--- src/rtl/sarb_pkg.sv ---
package sarb_pkg;
    typedef enum logic [1:0] {
        S_IDLE   = 2'd0,
        S_ACCESS = 2'd1,
        S_ACK    = 2'd2
    } sarb_state_t;

    localparam int NREQ   = 3;
    localparam int NCPU   = 2;
    localparam int IO_IDX = 2;
endpackage

--- src/rtl/sarb_pick.sv ---
module sarb_pick
    import sarb_pkg::*;
(
    input  logic [NREQ-1:0] elig,
    input  logic            turn,
    output logic [NREQ-1:0] win,
    output logic            contested
);
    always_comb begin
        contested = elig[0] & elig[1] & ~elig[IO_IDX];
        if (elig[IO_IDX]) begin
            win = 3'b100;
        end else if (contested) begin
            win = turn ? 3'b010 : 3'b001;
        end else begin
            win = {1'b0, elig[1:0]};
        end
    end
endmodule

--- src/rtl/sarb_turn.sv ---
module sarb_turn (
    input  logic clk,
    input  logic rst_n,
    input  logic flip,
    output logic turn
);
    always_ff @(posedge clk) begin
        if (!rst_n) begin
            turn <= 1'b0;
        end else if (flip) begin
            turn <= ~turn;
        end
    end
endmodule

--- src/rtl/sarb_ram.sv ---
module sarb_ram #(
    parameter int ADDR_W = 6,
    parameter int DATA_W = 8
) (
    input  logic              clk,
    input  logic              en,
    input  logic              we,
    input  logic [ADDR_W-1:0] a,
    input  logic [DATA_W-1:0] wd,
    output logic [DATA_W-1:0] rd
);
    localparam int DEPTH = 1 << ADDR_W;

    logic [DATA_W-1:0] mem [DEPTH];

    always_ff @(posedge clk) begin
        if (en) begin
            rd <= mem[a];
            if (we) begin
                mem[a] <= wd;
            end
        end
    end
endmodule

--- src/rtl/sarb_top.sv ---
module sarb_top
    import sarb_pkg::*;
#(
    parameter int ADDR_W   = 6,
    parameter int DATA_W   = 8,
    parameter int CYC_CLKS = 3
) (
    input  logic                     clk,
    input  logic                     rst_n,
    input  logic [2:0]               req,
    input  logic [3*ADDR_W-1:0]      addr,
    input  logic [3*DATA_W-1:0]      wdata,
    input  logic [2:0]               wr,
    input  logic [2:0]               tas,
    input  logic [1:0]               avail,
    output logic [2:0]               ack,
    output logic [1:0]               nack,
    output logic [DATA_W-1:0]        rdata
);
    localparam int              CNT_W = $clog2(CYC_CLKS) + 1;
    localparam logic [CNT_W-1:0] LAST = CNT_W'(CYC_CLKS - 1);
    localparam logic [DATA_W-1:0] TOP_BIT = DATA_W'(1) << (DATA_W - 1);

    sarb_state_t state_q, state_d;

    logic [CNT_W-1:0]  cnt_q;
    logic [NREQ-1:0]   gsel_q;
    logic [ADDR_W-1:0] a_q;
    logic [DATA_W-1:0] wd_q;
    logic              we_q;
    logic              tas_q;
    logic [DATA_W-1:0] rd_q;
    logic [NCPU-1:0]   rej_q;

    logic [NREQ-1:0]   elig;
    logic [NREQ-1:0]   win;
    logic              contested;
    logic              turn;
    logic              start;
    logic [NREQ-1:0]   inflight;

    logic [ADDR_W-1:0] sel_a;
    logic [DATA_W-1:0] sel_d;
    logic              sel_we;
    logic              sel_tas;

    logic              ram_en;
    logic              ram_we;
    logic [DATA_W-1:0] ram_wd;
    logic [DATA_W-1:0] ram_rd;

    assign elig     = req & {1'b1, avail};
    assign start    = (state_q == S_IDLE) && (|elig);
    assign inflight = (state_q != S_IDLE) ? gsel_q : '0;

    sarb_pick u_pick (
        .elig      (elig),
        .turn      (turn),
        .win       (win),
        .contested (contested)
    );

    sarb_turn u_turn (
        .clk   (clk),
        .rst_n (rst_n),
        .flip  (start & contested),
        .turn  (turn)
    );

    // operand mux driven by the one-hot winner
    always_comb begin
        sel_a   = '0;
        sel_d   = '0;
        sel_we  = 1'b0;
        sel_tas = 1'b0;
        for (int i = 0; i < NREQ; i++) begin
            if (win[i]) begin
                sel_a   = addr[i*ADDR_W +: ADDR_W];
                sel_d   = wdata[i*DATA_W +: DATA_W];
                sel_we  = wr[i];
                sel_tas = tas[i];
            end
        end
    end

    // state register
    always_ff @(posedge clk) begin
        if (!rst_n) begin
            state_q <= S_IDLE;
        end else begin
            state_q <= state_d;
        end
    end

    // next state
    always_comb begin
        state_d = state_q;
        unique case (state_q)
            S_IDLE:   if (start)         state_d = S_ACCESS;
            S_ACCESS: if (cnt_q == LAST) state_d = S_ACK;
            S_ACK:                       state_d = S_IDLE;
            default:                     state_d = S_IDLE;
        endcase
    end

    // datapath registers
    always_ff @(posedge clk) begin
        if (!rst_n) begin
            cnt_q  <= '0;
            gsel_q <= '0;
            a_q    <= '0;
            wd_q   <= '0;
            we_q   <= 1'b0;
            tas_q  <= 1'b0;
            rd_q   <= '0;
            rej_q  <= '0;
        end else begin
            if (start) begin
                gsel_q <= win;
                a_q    <= sel_a;
                wd_q   <= sel_d;
                we_q   <= sel_we;
                tas_q  <= sel_tas;
            end
            if (state_q == S_ACCESS) begin
                cnt_q <= cnt_q + 1'b1;
            end else begin
                cnt_q <= '0;
            end
            if (state_q == S_ACCESS && cnt_q == CNT_W'(1)) begin
                rd_q <= ram_rd;
            end
            rej_q <= req[NCPU-1:0] & ~avail & ~rej_q & ~inflight[NCPU-1:0];
        end
    end

    // storage port control: access on the first clock, test-and-set write-back on the second
    always_comb begin
        ram_en = 1'b0;
        ram_we = 1'b0;
        ram_wd = wd_q;
        if (state_q == S_ACCESS) begin
            if (cnt_q == '0) begin
                ram_en = 1'b1;
                ram_we = we_q & ~tas_q;
            end else if (cnt_q == CNT_W'(1) && tas_q) begin
                ram_en = 1'b1;
                ram_we = 1'b1;
                ram_wd = ram_rd | TOP_BIT;
            end
        end
    end

    sarb_ram #(
        .ADDR_W (ADDR_W),
        .DATA_W (DATA_W)
    ) u_ram (
        .clk (clk),
        .en  (ram_en),
        .we  (ram_we),
        .a   (a_q),
        .wd  (ram_wd),
        .rd  (ram_rd)
    );

    // outputs
    always_comb begin
        ack   = {1'b0, rej_q};
        nack  = rej_q;
        rdata = rd_q;
        unique case (state_q)
            S_ACK:   ack = gsel_q | {1'b0, rej_q};
            default: ack = {1'b0, rej_q};
        endcase
    end

    a_r1_one_grant: assert property (@(posedge clk) disable iff (!rst_n)
        $onehot0(ack & ~{1'b0, nack}));
    a_r1_ack_single: assert property (@(posedge clk) disable iff (!rst_n)
        (state_q == S_ACK) |=> (state_q == S_IDLE));
    a_r2_cnt_bound: assert property (@(posedge clk) disable iff (!rst_n)
        (state_q == S_ACCESS) |-> (cnt_q <= LAST));
    a_r2_hold_grant: assert property (@(posedge clk) disable iff (!rst_n)
        (state_q == S_ACCESS && cnt_q != LAST) |=> (state_q == S_ACCESS && $stable(gsel_q)));
    a_r3_io_first: assert property (@(posedge clk) disable iff (!rst_n)
        (start && req[IO_IDX]) |=> (gsel_q == 3'b100));
    a_r4_flip: assert property (@(posedge clk) disable iff (!rst_n)
        (start && req[0] && req[1] && avail[0] && avail[1] && !req[IO_IDX]) |=> (turn != $past(turn)));
    a_r4_hold: assert property (@(posedge clk) disable iff (!rst_n)
        !(start && contested) |=> $stable(turn));
    a_r6_off_a: assert property (@(posedge clk) disable iff (!rst_n)
        (start && !avail[0]) |=> !gsel_q[0]);
    a_r6_off_b: assert property (@(posedge clk) disable iff (!rst_n)
        (start && !avail[1]) |=> !gsel_q[1]);
endmodule

--- config.mk ---
export PLATFORM = sky130hd
export DESIGN_NAME = sarb_top
export DESIGN_NICKNAME = d
export VERILOG_FILES = /design/src/rtl/sarb_pkg.sv /design/src/rtl/sarb_pick.sv /design/src/rtl/sarb_turn.sv /design/src/rtl/sarb_ram.sv /design/src/rtl/sarb_top.sv
export SDC_FILE = /design/constraint.sdc
export NUM_CORES = 1
export LEC_CHECK = 0
export BUFFER_PORTS_ARGS = -buffer_cell sky130_fd_sc_hd__buf_2
export CORE_MARGIN = 4
export CORE_UTILIZATION = 40
export CTS_BUF_LIST = sky130_fd_sc_hd__clkbuf_16
export DETAILED_ROUTE_END_ITERATION = 10
export GPL_ROUTABILITY_DRIVEN = 0
export SETUP_SLACK_MARGIN = 0.5
export SYNTH_ARGS = -nofsm -noshare
export SYNTH_HDL_FRONTEND = slang
export SYNTH_SLANG_ARGS = --single-unit
--- constraint.sdc ---
create_clock -name clk -period 2.9 [get_ports clk]
set_input_delay 0.145 -clock clk [delete_from_list [all_inputs] [get_ports clk]]
set_output_delay 0.145 -clock clk [all_outputs]
set_load 0.05 [all_outputs]
Word level (Yosys, flattened, before mapping)
Memory sizes are Yosys's and may differ from the RTL's. A register that Yosys moved wholly into a read port is not among the register bits.
Index checks and enable logic that the tools add are counted.

storage, ports and cells
  RAM bits = 512
  word-level logic and storage cells = 73
  register bits after elaboration = 35
  output and inout port bits = 13
  memories kept = 1
  input bits = 55

memory list
  name       depth  width  rd ports  clocked after Yosys merged registers in  write ports  line            RTL
  u_ram.mem  64     8      1         1                                        1            sarb_ram.sv:14  logic [DATA_W-1:0] mem [DEPTH];

operators by class
  muxes and demuxes = 31
  reduce and logical (&&, ||, !) cells = 9
  add/subtract/negate cells = 1
  equality and inequality tests = 6
  bitwise operators = 15

operator list
  kind                                            count
  two-way mux 8 bit                               6
  two-way mux 6 bit                               3
  two-way mux 1 bit                               14
  two-way mux 3 bit                               3
  two-way mux 2 bit                               4
  bitwise AND 2 bit                               3
  inverter 2 bit                                  3
  bitwise AND 1 bit                               4
  inequality test 2 bit (second input constant)   2
  case mux 2 bit (2 select lines)                 1
  AND reduction 2 bit                             2
  adder 3 x 1 -> 3 bit (second input constant)    1
  bitwise AND 3 bit                               1
  == test 3 x 1 -> 1 bit (second input constant)  1
  == test 3 x 2 -> 1 bit (second input constant)  1
  logical AND 1 bit                               3
  zero test 3 bit                                 1
  inverter 1 bit                                  3
  bitwise OR 3 x 2 -> 3 bit                       1
  OR reduction 3 bit                              1
  == test 2 x 1 -> 1 bit (second input constant)  1
  == test 2 bit (second input constant)           1
  zero test 2 bit                                 1
  nonzero test 2 bit                              1

Logic depth before layout (Yosys ltp)
Gate-level depths: netlist of run 1.

  word-level depth = 8
  mapped depth = 9
  depth with buffers taken out = 7

Hierarchy
Synthesis of run 1 repeated with hierarchy kept, for this count alone.

second synthesis, totals
  cell total of the unflattened synthesis = 1396
  area, all modules = 22248.8 sq um

modules (own cells, without submodules)
  module     area each (sq um)  cells an instance  sequential area each (sq um)  times used
  sarb_ram   20368.3            1195               15615.0                       1
  sarb_top   1795.5             191                680.7                         1
  sarb_pick  50.0               7                  0.0                           1
  sarb_turn  35.0               3                  20.0                          1

Worst setup path before layout of run 1
No wires, ideal clock.

  kind = register to register
  start point = reg state_q[0]
  end point = mem u_ram.mem[0][7] (data pin)
  arrival = 2273 ps
  required time = 2524 ps
  stages on the path, launching flop included = 7
  setup time = 376 ps
  slack = 251 ps
  path buffers = 1
  clock period less this slack = 2649 ps
  path through = dfxtp_1 > nor2b_1 > nor2b_1 > and2_1 > clkbuf_1 > nand3b_1 > nand2b_1

on the way
  cells in the longest elaborated chain, start to end = 2

RTL lines
  what                      line             RTL
  start: declaration        sarb_top.sv:24   sarb_state_t state_q, state_d;
  start signal: assignment  sarb_top.sv:91   state_q <= state_d;
  == test 2 x 1 -> 1 bit    sarb_top.sv:142  if (state_q == S_ACCESS) begin
  two-way mux 8 bit         sarb_top.sv:142
  via ram_wd[7]             sarb_top.sv:49   logic [DATA_W-1:0] ram_wd;
  end: declaration          sarb_ram.sv:14

The timed path passes the listed nets, and every way through them passes these cells.

==> metrics.md, run 1 <==
| Metric | Value |
|---|---|
| WL per Instance | 26.65 µm |
| Die width | 242.4 µm |
| Comb pwr share | 0.120 |
| Mean Syn Cell Area | 17.67 µm² |
| Yosys warning count | 0 |
| #FFs+latches synth | 555 |
| Initial antenna violation count | 0 |
| Worst slew margin | 0.3748 |
| Core region area | 54130 µm² |
| CP Data Required Time | 3250 ps |
| DRT Wirelength | 60.08 mm |
| Switching power total | 0.004341 W |
| Peak supply drop | 0.4321 mV |
| CP arrival | 2880 ps |
| Global-route usage over all layers | 0.2004 |
| Period utilization | 0.8740 |
| PwrDens | 679.1 nW/µm² |
| Reg power frac | 0.492 |
| Syn Std Cell Area | 21970 µm² |
| Die height | 242.4 µm |
| CTS buffer count | 55 |
| Worst Max-Slew Pin Slew | 936.7 ps |
| Startpoint class of the critical path | flip-flop |
| Post-synth cell types | 62 |
| IO buf count | 67 |
| Internal power | 0.01403 W |
| CP max stage cell | dfxtp_4 |
| Total power | 0.01838 W |
| Synth-to-layout area growth | 23.16% |
| I/O Pins | 68 |
| Mapped Nets | 1302 |
| CTS root buf | clkbuf_16 |
| Post-layout minimum cycle time | 2535 ps |
| Post-Syn Instances | 1243 |
| # nets final | 1572 |
| EDFF count, synth | 520 |
| Die area | 58740 µm² |
| Net Sw Frac | 0.2363 |
| ANT nets after route | 0 |
| Slew Limit Fails | 0 |
| Finished layout cell area | 27060 µm² |
| First-pass GRT wire length | 87.77 mm |
| Placed cell count | 2084 |
| Asr flop ratio synth | 0 |
| CTS H-tree lvls | 2 |
| First DRT Iteration DRCs | 1453 |
| Via count | 12917 |
| Share of cells above drive strength 1 | 0.3147 |
| Pre-antenna DRT Iters | 5 |
| RSZ-0062 raised after global routing | true |
| Setup violations, final | 0 |
| Crit. End Element | flip-flop |
| CTS max path bufs | 3 |
| Non-Filler Instances | 2254 |
| Worst hold path class | in2reg |
| Via/cell ratio | 5.731 |
| Status | complete, no violations |
| Fmax | 394.5 MHz |
| CTS tree | yes |
| Crit-path cells | buf_12 > clkinvlp_4 > buf_4 > a32oi_1 > o211ai_1 > o2bb2ai_1 > or3_1 |
| Final Skew | 22.93 ps |
| Crit path kind | reg2reg |
| Grt total ovfl | 0 |
| Initial Util | 0.4058 |
| Maxcap violations | 0 |
| Leakage | 9.136 nW |
| Final Hold Fails | 0 |
| Post-DP HPWL | 36.73 mm |
| CP Max Fanout | 27 |
| Worst-path clk slew | 60 ps |
| Worst-Skew Late Latency | 610 ps |
| DRC violations left | 0 |
| Clock share of power | 0.388 |
| DP Area | 24190 µm² |
| Setup TNS | 0 ps |
| Largest net degree at the start of global routing | 65 |
| Ys flop type | edfxtp_1 |
| Register area share after synthesis | 0.7426 |
| Vias in the first global route | 12908 |
| Slowest stage delay, CP | 490 ps |
| Sink Count | 555 |
| Row cnt | 85 |
-- layout by cell type (no fill, tap or decap), drive strengths merged, types with 6 or more instances in the layout --
cell type and count:
inv 17, dfxtp 35, nor2 106, clkbuf 56, clkinv 25, o21ai 6
dlygate4sd3 35, mux2i 67, a221oi 24, buf 250, bufinv 8, mux2 41
o22ai 20, nor4 6, nor2b 14, a211oi 26, a22oi 24, mux4 67
nand2 54, and2 8, a21oi 34, a222oi 17, edfxtp 520, o2bb2ai 7
-- logic make-up (layout without fill, tap and decap cells) --
group | count (synthesis) | count (layout) | synth area share
muxes | 175 | 175 | 0.1211
and+or+nand+nor | 229 | 229 | 0.04841
AOI/OAI and AO/OA | 195 | 195 | 0.06646
other | 0 | 1 | 0
DFF | 555 | 555 | 0.7426
xor gates and xnor gates | 2 | 2 | 0.0007975
buffers and inverters | 83 | 397 | 0.01834
adders and majority gates | 4 | 4 | 0.002278
-- critical path, delay by kind of cell (launching register included) --
| family | cells | cell delay [ps] |
|---|---|---|
| AOI/OAI and AO/OA | 3 | 690 |
| buffers and inverters | 3 | 740 |
| DFF | 1 | 490 |
| and+or+nand+nor | 1 | 340 |
-- registers in the layout, summed over array words and instances, names as in the netlist --
signal / flops
tas_q: 1
we_q: 1
wd_q: 8
state_q: 2
cnt_q: 3
u_ram.rd: 8
u_ram.mem: 512
nack: 2
rdata: 8
u_turn.turn: 1
a_q: 6
gsel_q: 3
-- Yosys cell counts (14+ instances only) --
library cell  count  share of area
nor2b_1          14         0.0040
a221oi_1         23         0.0092
nor2_1          105          0.018
a22oi_1          24         0.0082
o22ai_1          20         0.0057
a21oi_1          34         0.0077
dfxtp_1          35          0.032
nand2_1          54         0.0092
a211oi_1         26         0.0089
mux2_2           41          0.021
buf_2            28         0.0064
edfxtp_1        520           0.71
clkbuf_1         30         0.0051
mux2i_1          67          0.031
mux4_2           62          0.064
a222oi_1         17         0.0077
-- through the flow --
stage          utilization  worst slack (ps)  hold WS (ps)
3_5_place_dp        0.4469             98.25         351.4
5_1_grt             0.4998             307.4         30.98
3_3_place_gp        0.4469             135.9         342.0
6_report            0.4999             365.3         32.27
4_1_cts             0.4966             382.2         14.19
2_1_floorplan            -             484.6         234.7
-- layout make-up --
class / instances / area [µm²]
timing repair buffer: 289 / 2591
tap: 696 / 870.8
inverter: 7 / 31.28
antenna: 1 / 2.502
multi-input combinational: 605 / 5440
clock buffer: 55 / 1376
clock inverter: 46 / 417.9
fill: 4384 / 27070
sequential: 555 / 16330
-- path summary, 6_finish.rpt --
| path | startpoint | end | slack (ps) | cells after the start |
|---|---|---|---|---|
| max reg2reg | a_q[2] | u_ram.rd[7] | 370 | 7 |
| min reg2reg | cnt_q[0] | cnt_q[0] | 450 | 1 |
| max | a_q[2] | u_ram.rd[7] | 370 | 7 |
| min | addr[13] | a_q[1] | 30 | 3 |
-- power groups by stage --
| stage | Clock, W | Sequential [W] | Combinational, W |
|---|---|---|---|
| 2_1_floorplan | 0 | 0.00917 | 0.00109 |
| 3_3_place_gp | 0 | 0.00923 | 0.00183 |
| 3_5_place_dp | 0 | 0.00923 | 0.00186 |
| 4_1_cts | 0.00726 | 0.00904 | 0.00214 |
| 5_1_grt | 0.00763 | 0.00904 | 0.00232 |
| 6_report | 0.00713 | 0.00904 | 0.00220 |
-- routing by layer --
metal,vias up,track usage,routed length [µm]
met5,-,0,0
met4,0,0.06710,1637
met3,99,0.04117,4993
met2,599,0.3105,27600
met1,6621,0.2851,25850
li1,5598,-,-
-- timing repair --
action                                  4_1_cts  5_1_grt
gates cloned                                  3        1
resized for setup                            35       30
setup buffers                                25        4
endpoints found under the setup margin      748      868
hold endpoints to repair                     23        0
pin swaps                                     3        4
hold buffers                                 35        0
Power figures use the tool's default switching activity.
==> run 2: changes to the inputs <==
--- a/config.mk
+++ b/config.mk
@@ -11,6 +11,7 @@
 export CTS_BUF_LIST = sky130_fd_sc_hd__clkbuf_16
 export DETAILED_ROUTE_END_ITERATION = 10
 export GPL_ROUTABILITY_DRIVEN = 0
+export PLACE_DENSITY = 0.65
 export SETUP_SLACK_MARGIN = 0.5
 export SYNTH_ARGS = -nofsm -noshare
 export SYNTH_HDL_FRONTEND = slang
==> constraint.sdc (replaced) <==
create_clock -name clk -period 2.25 [get_ports clk]
set_input_delay 0.1125 -clock clk [delete_from_list [all_inputs] [get_ports clk]]
set_output_delay 0.1125 -clock clk [all_outputs]
set_load 0.05 [all_outputs]
==> metrics.md, run 2 (synthesized netlist as in run 1, its figures left out) <==
| Metric | Value |
|---|---|
| DRC violations left | 0 (unchanged) |
| ANT nets after route | 0 (unchanged) |
| N_diodes | 0 (-1) |
| Vias in the first global route | 13713 (+6.2%) |
| Switching power total | 0.006174 W (+42%) |
| Net Sw Frac | 0.2506 (+0.01437) |
| Post-layout minimum cycle time | 2508 ps (-26.38 ps) |
| CTS H-tree lvls | 2 (unchanged) |
| Worst slew margin | 0.2030 (-0.1718) |
| Commonest non-fill, non-tap cell in the layout | edfxtp_1 |
| Register bank with the most flops | u_ram.mem |
| Post-DP HPWL | 39.15 mm (+6.6%) |
| Commonest non-fill, non-tap cells in the layout | edfxtp_1, buf_4, buf_12, clkbuf_16, buf_2 |
| Pre-antenna DRT Iters | 6 (+1) |
| Placed cell count | 2158 (+3.6%) |
| First-pass GRT wire length | 92.65 mm (+5.6%) |
| Die area | 58740 µm² (unchanged) |
| Hold_ws | 110.4 ps (+78.10 ps) |
| Sink Count | 555 (unchanged) |
| Worst-path clk slew | 60 ps (about the same) |
| Grt total ovfl | 0 (unchanged) |
| CTS buffer count | 57 (+3.6%) |
| Leakage | 10.51 nW (+15%) |
| Worst-case reg-to-reg path depth | 7 (unchanged) |
| Startpoint class of the critical path | flip-flop |
| Crit. End Element | flip-flop |
| Internal power | 0.01846 W (+32%) |
| CTS tree | yes |
| CP Max Fanout | 7 (-74%) |
| Status | complete, but fails checks |
| Core region area | 54130 µm² (unchanged) |
| IO buf count | 67 (unchanged) |
| Origin of the worst setup path | a_q[2] |
| Initial Util | 0.4058 (unchanged) |
| Row cnt | 85 (unchanged) |
| CTS max path bufs | 3 (unchanged) |
| Largest net degree at the start of global routing | 65 (unchanged) |
| Worst hold path class | in2reg |
| First DRT Iteration DRCs | 1923 (+32%) |
| Max reg flops | 512 (unchanged) |
| CTS root buf | clkbuf_16 |
| Via/cell ratio | 5.998 (+4.7%) |
| Multi-input gate area | 6539 µm² (+20%) |
| Failing checks | setup timing |
| RR Startpoint | a_q[2] |
| Share of cells above drive strength 1 | 0.4397 (+0.1250) |
| CP arrival | 2860 ps (-20 ps) |
| Maxcap violations | 0 (unchanged) |
| Comb pwr share | 0.160 (+0.040) |
| Non-Filler Instances | 2429 (+7.8%) |
| Final worst slack | -258.3 ps (-623.6 ps) |
| Fmax | 398.7 MHz (+1.1%) |
| Peak supply drop | 0.5919 mV (+37%) |
| DP Worst Slack | -420.4 ps (-518.7 ps) |
| Crit path capture | u_ram.rd[3] |
| # nets final | 1746 (+11%) |
| Final Skew | 28.69 ps (+5.756 ps) |
| Die height | 242.4 µm (unchanged) |
| Fillers | 3853 (-12%) |
| Initial antenna violation count | 3 (+3) |
| CP Data Required Time | 2600 ps (-650 ps) |
| Period utilization | 1.115 (+0.2408) |
| DRT Wirelength | 71.06 mm (+18%) |
| I/O Pins | 68 (unchanged) |
| RSZ-0062 raised after global routing | true |
| Hold path start | avail[0] |
| Die width | 242.4 µm (unchanged) |
| FF+latch area | 16340 µm² (about the same) |
| Reg2reg end | u_ram.rd[3] |
| Setup violations, final | 159 (+159) |
| Clock share of power | 0.365 (-0.023) |
| Final Hold Fails | 0 (unchanged) |
| Worst Max-Slew Pin Slew | 1191 ps (+254.3 ps) |
| Via count | 14570 (+13%) |
| Slew Limit Fails | 0 (unchanged) |
| Crit path kind | reg2reg |
| Synth-to-layout area growth | 40.09% |
| PwrDens | 800.5 nW/µm² (+18%) |
| Global-route usage over all layers | 0.2113 (+0.01089) |
| R2R setup slack | -260 ps (-620 ps) |
| Worst-Skew Late Latency | 620 ps (about the same) |
| WL per Instance | 29.25 µm (+9.8%) |
| Reg power frac | 0.475 (-0.017) |
## run 2: cell count changes in the layout (fill, tap and decap cells not counted), moves of 8 or more
cell	delta
mux2_4	+16
buf_8	+10
nor2_1	-52
buf_12	+59
dlygate4sd3_1	+13
buf_6	+56
clkbuf_16	+25
mux2_2	-8
nor2_4	+56
mux2i_1	-11
o22ai_1	-9
## run 2: layout make-up
class | count | area share
clock inverter | 46 | 0.009838
sequential | 555 | 0.5308
multi-input combinational | 615 | 0.2125
timing repair buffer | 451 | 0.1696
tap | 696 | 0.02829
clock buffer | 59 | 0.04797
inverter | 7 | 0.001057
## run 2: what timing repair did
action,in CTS,in global routing
gates resized for setup,151,85
pin swaps,30,30
hold endpoints to repair,23,0
hold buffers,48,0
endpoints found under the setup margin,1050,1055
cloned,6,45
setup buffers,46,21
## run 2: worst min-delay path by stage
stage / depth (start not counted) / slack [ps] / end
after global routing: 3 / 130 / a_q[1]
after global placement: 2 / 310 / nack[0]
after CTS: 5 / 50 / u_turn.turn
after detailed placement: 2 / 310 / nack[0]
final: 5 / 110 / u_turn.turn
after floorplan: 1 / 200 / nack[0]
## run 2: worst max-delay path, stage by stage (launching register included)
cell and delay [ps]:
dfxtp_4 490, buf_6 160, buf_12 120, mux4_2 300, a221oi_2 300, nor2_2 80
a221oi_2 290, or4b_1 480
## run 2: per-layer routing
metal	wire, µm	up-vias	GRT usage
li1	-	6009	-
met1	28160	7418	0.3022
met2	31880	948	0.3223
met3	7880	195	0.04549
met4	3131	0	0.07444
met5	0	-	0
## run 2: power by group through the flow
stage               Combinational (W)  Sequential, W  Clock [W]
CTS                           0.00323         0.0117    0.00908
floorplan                     0.00156         0.0118          0
detailed placement            0.00277         0.0119          0
global placement              0.00273         0.0119          0
global route                  0.00407         0.0117    0.00956
finish                        0.00394         0.0117    0.00899
## run 2: metrics by stage
step                      total power, W  setup TNS [ps]  instance area, µm²    util
after floorplan                  0.01338               0               22630       -
after global placement           0.01460           -2324               25850  0.4775
after detailed placement         0.01465           -2727               25850  0.4775
after CTS                        0.02398          -908.8               29360  0.5424
after global routing             0.02531          -22380               30780  0.5685
final                            0.02464           -8564               30780  0.5685
